--- src/rtl/lane_pkg.sv ---
package lane_pkg;
   localparam int unsigned DATA_W = 64;
   localparam int unsigned LANES  = DATA_W / 8;
   localparam int unsigned OFF_W  = $clog2(LANES);

   typedef enum logic [1:0] {
      ACC_BYTE   = 2'd0,
      ACC_HALF   = 2'd1,
      ACC_WORD   = 2'd2,
      ACC_DOUBLE = 2'd3
   } acc_size_e;
endpackage

--- src/rtl/lane_locator.sv ---
module lane_locator
   import lane_pkg::*;
#(
   parameter int unsigned NLANES = lane_pkg::LANES,
   localparam int unsigned OW    = $clog2(NLANES)
) (
   input  logic [OW-1:0] off,
   input  acc_size_e     size,
   input  logic          big,
   output logic [OW:0]   nbytes,
   output logic [OW-1:0] shift,
   output logic [NLANES-1:0] mask,
   output logic          misal
);
   if (NLANES < 8 || (NLANES & (NLANES - 1)) != 0) begin : g_bad_lanes
      $error("lane_locator: NLANES must be a power of two of at least 8");
   end

   logic [OW-1:0] low_bits;

   always_comb begin
      nbytes   = (OW+1)'(1) << size;
      low_bits = OW'(nbytes - 1'b1);
      misal    = (off & low_bits) != '0;
      if (big)
         shift = OW'(int'(NLANES) - int'(off) - int'(nbytes));
      else
         shift = off;
      for (int l = 0; l < int'(NLANES); l++)
         mask[l] = (l >= int'(shift)) && (l < int'(shift) + int'(nbytes));
   end
endmodule

--- src/rtl/store_replicate.sv ---
module store_replicate #(
   parameter int unsigned NLANES = lane_pkg::LANES,
   localparam int unsigned OW    = $clog2(NLANES),
   localparam int unsigned DW    = NLANES * 8
) (
   input  logic [DW-1:0] data,
   input  logic [OW:0]   nbytes,
   output logic [DW-1:0] word
);
   for (genvar l = 0; l < int'(NLANES); l++) begin : g_lane
      logic [OW-1:0] src;
      always_comb begin
         src = OW'(l) & OW'(nbytes - 1'b1);
         word[8*l +: 8] = data[{src, 3'b000} +: 8];
      end
   end
endmodule

--- src/rtl/load_extract.sv ---
module load_extract #(
   parameter int unsigned NLANES = lane_pkg::LANES,
   localparam int unsigned OW    = $clog2(NLANES),
   localparam int unsigned DW    = NLANES * 8,
   localparam int unsigned IW    = $clog2(DW)
) (
   input  logic [DW-1:0] word,
   input  logic [OW-1:0] shift,
   input  logic [OW:0]   nbytes,
   input  logic          sgn,
   output logic [DW-1:0] value
);
   logic [DW-1:0] shifted;
   logic [IW-1:0] top_bit;
   logic          fill;

   always_comb begin
      shifted = word >> {shift, 3'b000};
      top_bit = IW'(int'(nbytes) * 8 - 1);
      fill    = sgn & shifted[top_bit];
      for (int i = 0; i < int'(NLANES); i++)
         value[8*i +: 8] = (i < int'(nbytes)) ? shifted[8*i +: 8] : {8{fill}};
   end
endmodule

--- src/rtl/mem_lane_aligner.sv ---
module mem_lane_aligner
   import lane_pkg::*;
#(
   parameter int unsigned ADDR_W  = 16,
   parameter int unsigned OUT_REG = 1
) (
   input  logic              clk,
   input  logic              rst_n,
   input  logic              req_valid,
   input  logic [ADDR_W-1:0] req_addr,
   input  logic [1:0]        req_size,
   input  logic              req_store,
   input  logic              req_signed,
   input  logic              big_endian,
   input  logic [63:0]       wr_data,
   input  logic [63:0]       rd_word,
   output logic              out_valid,
   output logic [7:0]        byte_en,
   output logic [63:0]       wr_word,
   output logic [63:0]       rd_data,
   output logic              misaligned
);
   if (ADDR_W <= OFF_W) begin : g_bad_addr
      $error("mem_lane_aligner: ADDR_W must exceed the lane offset width");
   end
   if (OUT_REG > 1) begin : g_bad_reg
      $error("mem_lane_aligner: OUT_REG must be 0 or 1");
   end

   acc_size_e        sz;
   logic [OFF_W:0]   nb;
   logic [OFF_W-1:0] sh;
   logic [LANES-1:0] lane_mask;
   logic             mis_raw;
   logic [DATA_W-1:0] rep_word, ext_word;
   logic             unused_hi;

   assign sz        = acc_size_e'(req_size);
   assign unused_hi = ^req_addr[ADDR_W-1:OFF_W];

   lane_locator #(.NLANES(LANES)) u_loc (
      .off(req_addr[OFF_W-1:0]), .size(sz), .big(big_endian),
      .nbytes(nb), .shift(sh), .mask(lane_mask), .misal(mis_raw)
   );

   store_replicate #(.NLANES(LANES)) u_rep (
      .data(wr_data), .nbytes(nb), .word(rep_word)
   );

   load_extract #(.NLANES(LANES)) u_ext (
      .word(rd_word), .shift(sh), .nbytes(nb), .sgn(req_signed), .value(ext_word)
   );

   logic              c_mis, c_st_ok, c_ld_ok;
   logic [LANES-1:0]  c_be;
   logic [DATA_W-1:0] c_wr, c_rd;

   always_comb begin
      c_mis   = req_valid & mis_raw;
      c_st_ok = req_valid & ~mis_raw & req_store;
      c_ld_ok = req_valid & ~mis_raw & ~req_store;
      c_be    = c_st_ok ? lane_mask : '0;
      c_wr    = c_st_ok ? rep_word  : '0;
      c_rd    = c_ld_ok ? ext_word  : '0;
   end

   if (OUT_REG == 1) begin : g_reg
      always_ff @(posedge clk) begin
         if (!rst_n) begin
            out_valid  <= 1'b0;
            misaligned <= 1'b0;
            byte_en    <= '0;
            wr_word    <= '0;
            rd_data    <= '0;
         end else begin
            out_valid  <= req_valid;
            misaligned <= c_mis;
            byte_en    <= c_be;
            wr_word    <= c_wr;
            rd_data    <= c_rd;
         end
      end


      stage_valid_chk: assert property (@(posedge clk) disable iff (!rst_n)
         req_valid |=> out_valid);

      stage_idle_chk: assert property (@(posedge clk) disable iff (!rst_n)
         !req_valid |=> !out_valid);
   end else begin : g_comb
      always_comb begin
         out_valid  = req_valid;
         misaligned = c_mis;
         byte_en    = c_be;
         wr_word    = c_wr;
         rd_data    = c_rd;
      end
   end


   misal_quiet_chk: assert property (@(posedge clk) disable iff (!rst_n)
      misaligned |-> (byte_en == '0 && wr_word == '0 && rd_data == '0));

   lane_count_chk: assert property (@(posedge clk) disable iff (!rst_n)
      (req_valid && req_store && !c_mis) |-> ($countones(c_be) == (1 << req_size)));

   zero_ext_chk: assert property (@(posedge clk) disable iff (!rst_n)
      (req_valid && !req_store && !req_signed && !c_mis && req_size != 2'd3)
         |-> ((c_rd >> (8 << req_size)) == '0));

   idle_quiet_chk: assert property (@(posedge clk) disable iff (!rst_n)
      !out_valid |-> (!misaligned && byte_en == '0 && wr_word == '0 && rd_data == '0));
endmodule

--- config.mk ---
export PLATFORM = sky130hd
export DESIGN_NAME = mem_lane_aligner
export DESIGN_NICKNAME = d
export VERILOG_FILES = /design/src/rtl/lane_pkg.sv /design/src/rtl/lane_locator.sv /design/src/rtl/store_replicate.sv /design/src/rtl/load_extract.sv /design/src/rtl/mem_lane_aligner.sv
export SDC_FILE = /design/constraint.sdc
export NUM_CORES = 1
export LEC_CHECK = 0
export BUFFER_PORTS_ARGS = -buffer_cell sky130_fd_sc_hd__buf_2
export CORE_MARGIN = 2
export CORE_UTILIZATION = 35
export CTS_BUF_LIST = sky130_fd_sc_hd__clkbuf_8
export CTS_CLUSTER_DIAMETER = 100
export DETAILED_ROUTE_END_ITERATION = 6
export SKIP_CTS_REPAIR_TIMING = 1
export SLEW_MARGIN = 5
export SYNTH_ARGS = -nofsm -noshare
export SYNTH_HDL_FRONTEND = slang
export SYNTH_HIERARCHICAL = 1
export SYNTH_SLANG_ARGS = --single-unit
--- constraint.sdc ---
create_clock -name clk -period 4.05 [get_ports clk]
set_input_delay 0.81 -clock clk [delete_from_list [all_inputs] [get_ports clk]]
set_output_delay 0.81 -clock clk [all_outputs]
set_load 0.05 [all_outputs]
Word-level counts from Yosys, hierarchy flattened
Index checks and enable logic that the tools add are counted.

$add $sub $neg: 5. $mul: 0. Divide/modulo/power cells: 0. $lt $le $gt $ge: 24. Equal/unequal tests: 0. Shift operators: 9. Muxes and demuxes: 11. Bitwise logic cells: 8. Reduce and logical (&&, ||, !) cells: 10.

Operator list (count): 64-bit by 7-bit variable part select with 8-bit output (4); 4-bit by 32-bit less-than comparator with 1-bit output, first input constant (4); 64-bit by 6-bit variable part select with 8-bit output (2); 3-bit by 32-bit less-than comparator with 1-bit output, first input constant (2); 8-bit two-way mux (8); 64-bit by 5-bit variable part select with 8-bit output (1); 64-bit by 6-bit right shift with 64-bit output (1); 1-bit by 32-bit less-than comparator with 1-bit output, first input constant (1); 2-bit by 32-bit less-than comparator with 1-bit output, first input constant (1); 3-bit by 4-bit less-than comparator with 1-bit output, first input constant (4); 3-bit >= comparator, first input constant (3); 1-bit by 4-bit less-than comparator with 1-bit output, first input constant (2); 2-bit by 4-bit less-than comparator with 1-bit output, first input constant (2); 1-bit logical AND (7); 6-bit by 7-bit less-than comparator with 1-bit output, second input constant (1); 1-bit binary-select mux with 6-bit select (1); 1-bit by 3-bit >= comparator with 1-bit output, first input constant (2); 2-bit by 3-bit >= comparator with 1-bit output, first input constant (2); 6-bit by 1-bit subtractor with 6-bit output, second input constant (1); 3-bit by 4-bit adder with 5-bit output (1); 1-bit AND (5); 2-bit AND reduction (2); 1-bit by 2-bit left shift with 4-bit output, first input constant (1); 3-bit AND (1); other kinds (7) (8).

Flip-flop bits (word level): 138. Latch bits: 0. RAM bits: 0. Memory bits (read-only): 0. Bits of input ports: 152. Output and inout port bits: 138. Word-level logic and storage cells: 72. Memories: 0.

Longest topological paths before layout
Depth in word-level cells: 8. Depth in mapped cells: 15. Depth with buffers taken out: 11.

By module
Netlist, hierarchy kept.

Modules (own cells, without submodules): mem_lane_aligner (times used 1, cells an instance 293, area each 3809.9 um2, sequential area each 2762.6 um2); load_extract (times used 1, cells an instance 344, area each 2538.7 um2, sequential area each 0.0 um2); store_replicate (times used 1, cells an instance 110, area each 1336.3 um2, sequential area each 0.0 um2); lane_locator (times used 1, cells an instance 55, area each 471.7 um2, sequential area each 0.0 um2).

Least setup slack after synthesis
OpenSTA, ideal clock, no wires.

Path type: input -> register. Start point: input port req_size[0]. End point: register rd_data[10]. Library setup time: 115 ps. Arrival time: 3916 ps. Data required time: 3935 ps. Slack: 19 ps. Cell stages on the path: 14. Path buffers: 3. Cell sequence: or2_2 -> ha_1 -> ha_1 -> or4_4 -> o311ai_4 -> buf_2 -> nor2b_1 -> a221oi_1 -> o21ai_0 -> a31oi_1 -> buf_2 -> buf_4 -> o22ai_1 -> and2_1.

Longest elaborated chain between the ends: 8. Elaborated cells on any way between the ends: 17. Those cells by class: add/sub: 3; order compare: 1; shift: 2; mux: 4; bitwise: 5; reduce/logical: 2.

RTL lines: from (decl) (RTL line mem_lane_aligner.sv:11) `input logic [1:0] req_size,`; 1-bit by 2-bit left shift with 4-bit output * (RTL line lane_locator.sv:22) `nbytes = (OW+1)'(1) << size;`; 3-bit subtractor * (RTL line lane_locator.sv:26) `shift = OW'(int'(NLANES) - int'(off) - int'(nbytes));`; 3-bit two-way mux * (RTL line lane_locator.sv:25) `if (big)`; via sh[2] (RTL line mem_lane_aligner.sv:32) `logic [OFF_W-1:0] sh;`; 64-bit by 6-bit right shift with 64-bit output * (RTL line load_extract.sv:18) `shifted = word >> {shift, 3'b000};`; 1-bit binary-select mux with 6-bit select (RTL line load_extract.sv:20) `fill = sgn & shifted[top_bit];`; 1-bit two-way mux (implied by the code) (RTL line load_extract.sv:20); 1-bit AND (RTL line load_extract.sv:20); 8-bit two-way mux * (RTL line load_extract.sv:22) `value[8*i +: 8] = (i < int'(nbytes)) ? shifted[8*i +: 8] : {8{fill}};`; via ext_word[10] (RTL line mem_lane_aligner.sv:35) `logic [DATA_W-1:0] rep_word, ext_word;`; to (signal assigned) (RTL line mem_lane_aligner.sv:80) `rd_data <= c_rd;`; to (decl) (RTL line mem_lane_aligner.sv:20) `output logic [63:0] rd_data,`.

The timed path passes the listed nets; every way through them passes the cells marked *. The select of a mux whose other input is x is not followed. A chain may end at the register's enable or synchronous reset.

Final worst setup path
Start point: input port req_size[0]. End point: register rd_data[21].

The elaborated chain is that of the path after synthesis.

==> impl_metrics.yaml <==
timing:
  rsz0062_at_grt: "false"
  slew_viol_final: 0
  tightest_slew_ns: 0.923
  layout_min_cycle_time_ns: 3.90
  max_freq_mhz: 256
  max_slew_margin_pct: 38.5
  period_share_pct: 96.4
  setup_viol: 0
  hold_viol: 0
drt:
  wl_per_cell_um: 18.5
  ant_nets: 0
  drc: 0
  drtPass1Iterations: 4
  num_vias: 7144
  drt_first_iter_violations: 432
  drt_wl_total_um: 26300
  via_per_inst: 5.03
placed_design:
  portBuffers: 276
  place.gp.congestion: 0.882
  detailed_place_hpwl_um: 20200
  placedCellCount: 1389
logic_synthesis:
  ys_types: 74
  synth_cells: 802
  yosysTopAreaCell: "dfxtp_1"
  avgSynthCellArea_um2: 10.2
  syn_area_um2: 8160
  yosysSeqAreaShare_pct: 33.9
  synth_common_cells: "145 x and2_1, 138 x dfxtp_1, 51 x mux2_1"
  async_reset_ff_share_pct: 0
  ys.flop_type: "dfxtp_1"
  netlist.area_leader.share_pct: 33.9
  yosys_register_bits: 138
  synth.top_cells.by_area: "dfxtp_1 34%, and2_1 11%, mux4_2 7.7%"
  synth.most_common_cell: "and2_1"
  synth_edf_count: 0
  syn_nets: 964
  yosys_warnings: 6
global_routing:
  grt_pass1_wl_um: 39100
  grt_pass1_vias: 6997
  grt_use_total_pct: 20.8
  antenna_found_initial: 1
  grt_max_degree: 65
  grt.overflow.total: 0
job:
  drv_cap: 0
clock_network:
  clk_pin_slew_worst_paths_ns: 0.09
  cts_tree: "built"
  htreeDepth: 4
  cts_buffers: 17
  cts-root-buf: "clkbuf_8"
  cts.sinks: 138
  clock_path_buffers: 2
pwr:
  p_leak_uw: 0.00486
  power_density_nw_per_um2: 365
  power_uw: 3790
  vdd_drop_max_mv: 0.171
worst_setup_path:
  timing.critical_path.fanout_max: 16
  worstPathCellList: "buf_2 -> or2_2 -> ha_1 -> ha_1 -> or4_4 -> o311ai_4 -> mux2_2 -> a221oi_1 -> buf_4 -> o21ai_0 -> a31oi_2 -> buf_4 -> o21ai_0 -> and2_1"
  arrival_ns: 4.24
  slowest_delay_ns: 0.57
  cp-end-kind: "register"
  timing.critical_path.required_ns: 4.39
  critPathTopFamily: "simple AND/OR/NAND/NOR gates"
  cp-start-kind: "input port"
  crit_buf_inv: 3
  critPathKind: "input port to register"
  cp_slowest_cell: "or4_4"
floorplan:
  die_h_um: 157
  rows: 55
  initial_core_util_pct: 35.8
  ioPinCount: 290
  die_area_um2: 24500
  core-area_um2: 22800
  die_w_um: 157
layout:
  fin_nets: 1257
  area.growth.synth_to_final_pct: 27.4
  drive_above_1_share_pct: 42.6
  final_util_pct: 45.6
  antenna_cells: 0
  stdcell_count: 1420
outcome:
  status: "finished clean"
hold_path:
  holdCritPathClass: "input port to register"
## cell usage in the layout, fill, tap and decap left out, types with 8 or more instances in the layout
cell type | synthesis | routed
buf_2 | 15 | 276
and2_1 | 145 | 145
dfxtp_1 | 138 | 138
buf_4 | 11 | 62
mux2_1 | 51 | 51
o21ai_0 | 50 | 50
nand2_1 | 44 | 44
mux2_2 | 33 | 33
mux2i_1 | 30 | 30
mux4_2 | 28 | 28
a211oi_1 | 26 | 26
o22ai_1 | 18 | 18
clkbuf_8 | 0 | 17
mux2_4 | 15 | 15
a21oi_1 | 13 | 13
inv_1 | 12 | 12
nor2b_1 | 12 | 12
nor2_1 | 11 | 11
ha_1 | 10 | 10
o31ai_1 | 8 | 8
## logic make-up after synthesis
kind of cell / after synthesis / share of synthesized area [%]
buf+inv: 81 / 6.64
simple gates: 249 / 17.9
xor+xnor: 5 / 0.629
mux: 157 / 25.8
fa+ha+maj: 10 / 1.53
flops: 138 / 33.9
compound gates: 162 / 13.6
## stage by stage
step                      setup WS [ns]  cell area, um^2  TNS, ns  hold slack (ns)
after floorplan                  0.0189             8160        0            0.932
after detailed placement         -0.213             9980    -6.88             1.06
after CTS                         0.258            10400        0            0.572
after global routing             0.0476            10400        0            0.594
after global placement           -0.199             9980    -6.10             1.04
final                             0.147            10400        0            0.604
## flip-flops by register name, summed over array words and instances, names as in the netlist
register	flops
out_valid	1
misaligned	1
byte_en	8
rd_data	64
wr_word	64
## metal layers
layer / wire length, um / share of wire (%) / up-vias / global-route usage [%]
li1: - / - / 3463 / -
met1: 11300 / 43 / 3351 / 26.1
met2: 12500 / 48 / 301 / 35.5
met3: 1860 / 7.1 / 29 / 4.82
met4: 561 / 2.1 / 0 / 6.68
met5: 0 / 0 / - / 0
## power by group
group          total [uW]  internal (uW)  leakage [uW]  switching (uW)
combinational        1180            519       0.00353             663
sequential           1390           1380       0.00112            7.71
clock                1220            612      0.000210             603
## path summary, 6_finish.rpt
kind	to	slack, ns	startpoint	depth (start not counted)
min	wr_word[5]$_SDFF_PN0_	0.60	wr_data[5]	2
max	rd_data[21]$_SDFF_PN0_	0.15	req_size[0]	14
## final cells by class
type                       instances  area (um^2)
clock buffer                      17          234
clock inverter                    14          171
fill                            2175        12400
inverter                          14         52.6
multi-input combinational        583         4870
sequential                       138         2760
tap                              313          392
timing repair buffer             341         1910
(Power assumes the default switching activity.)
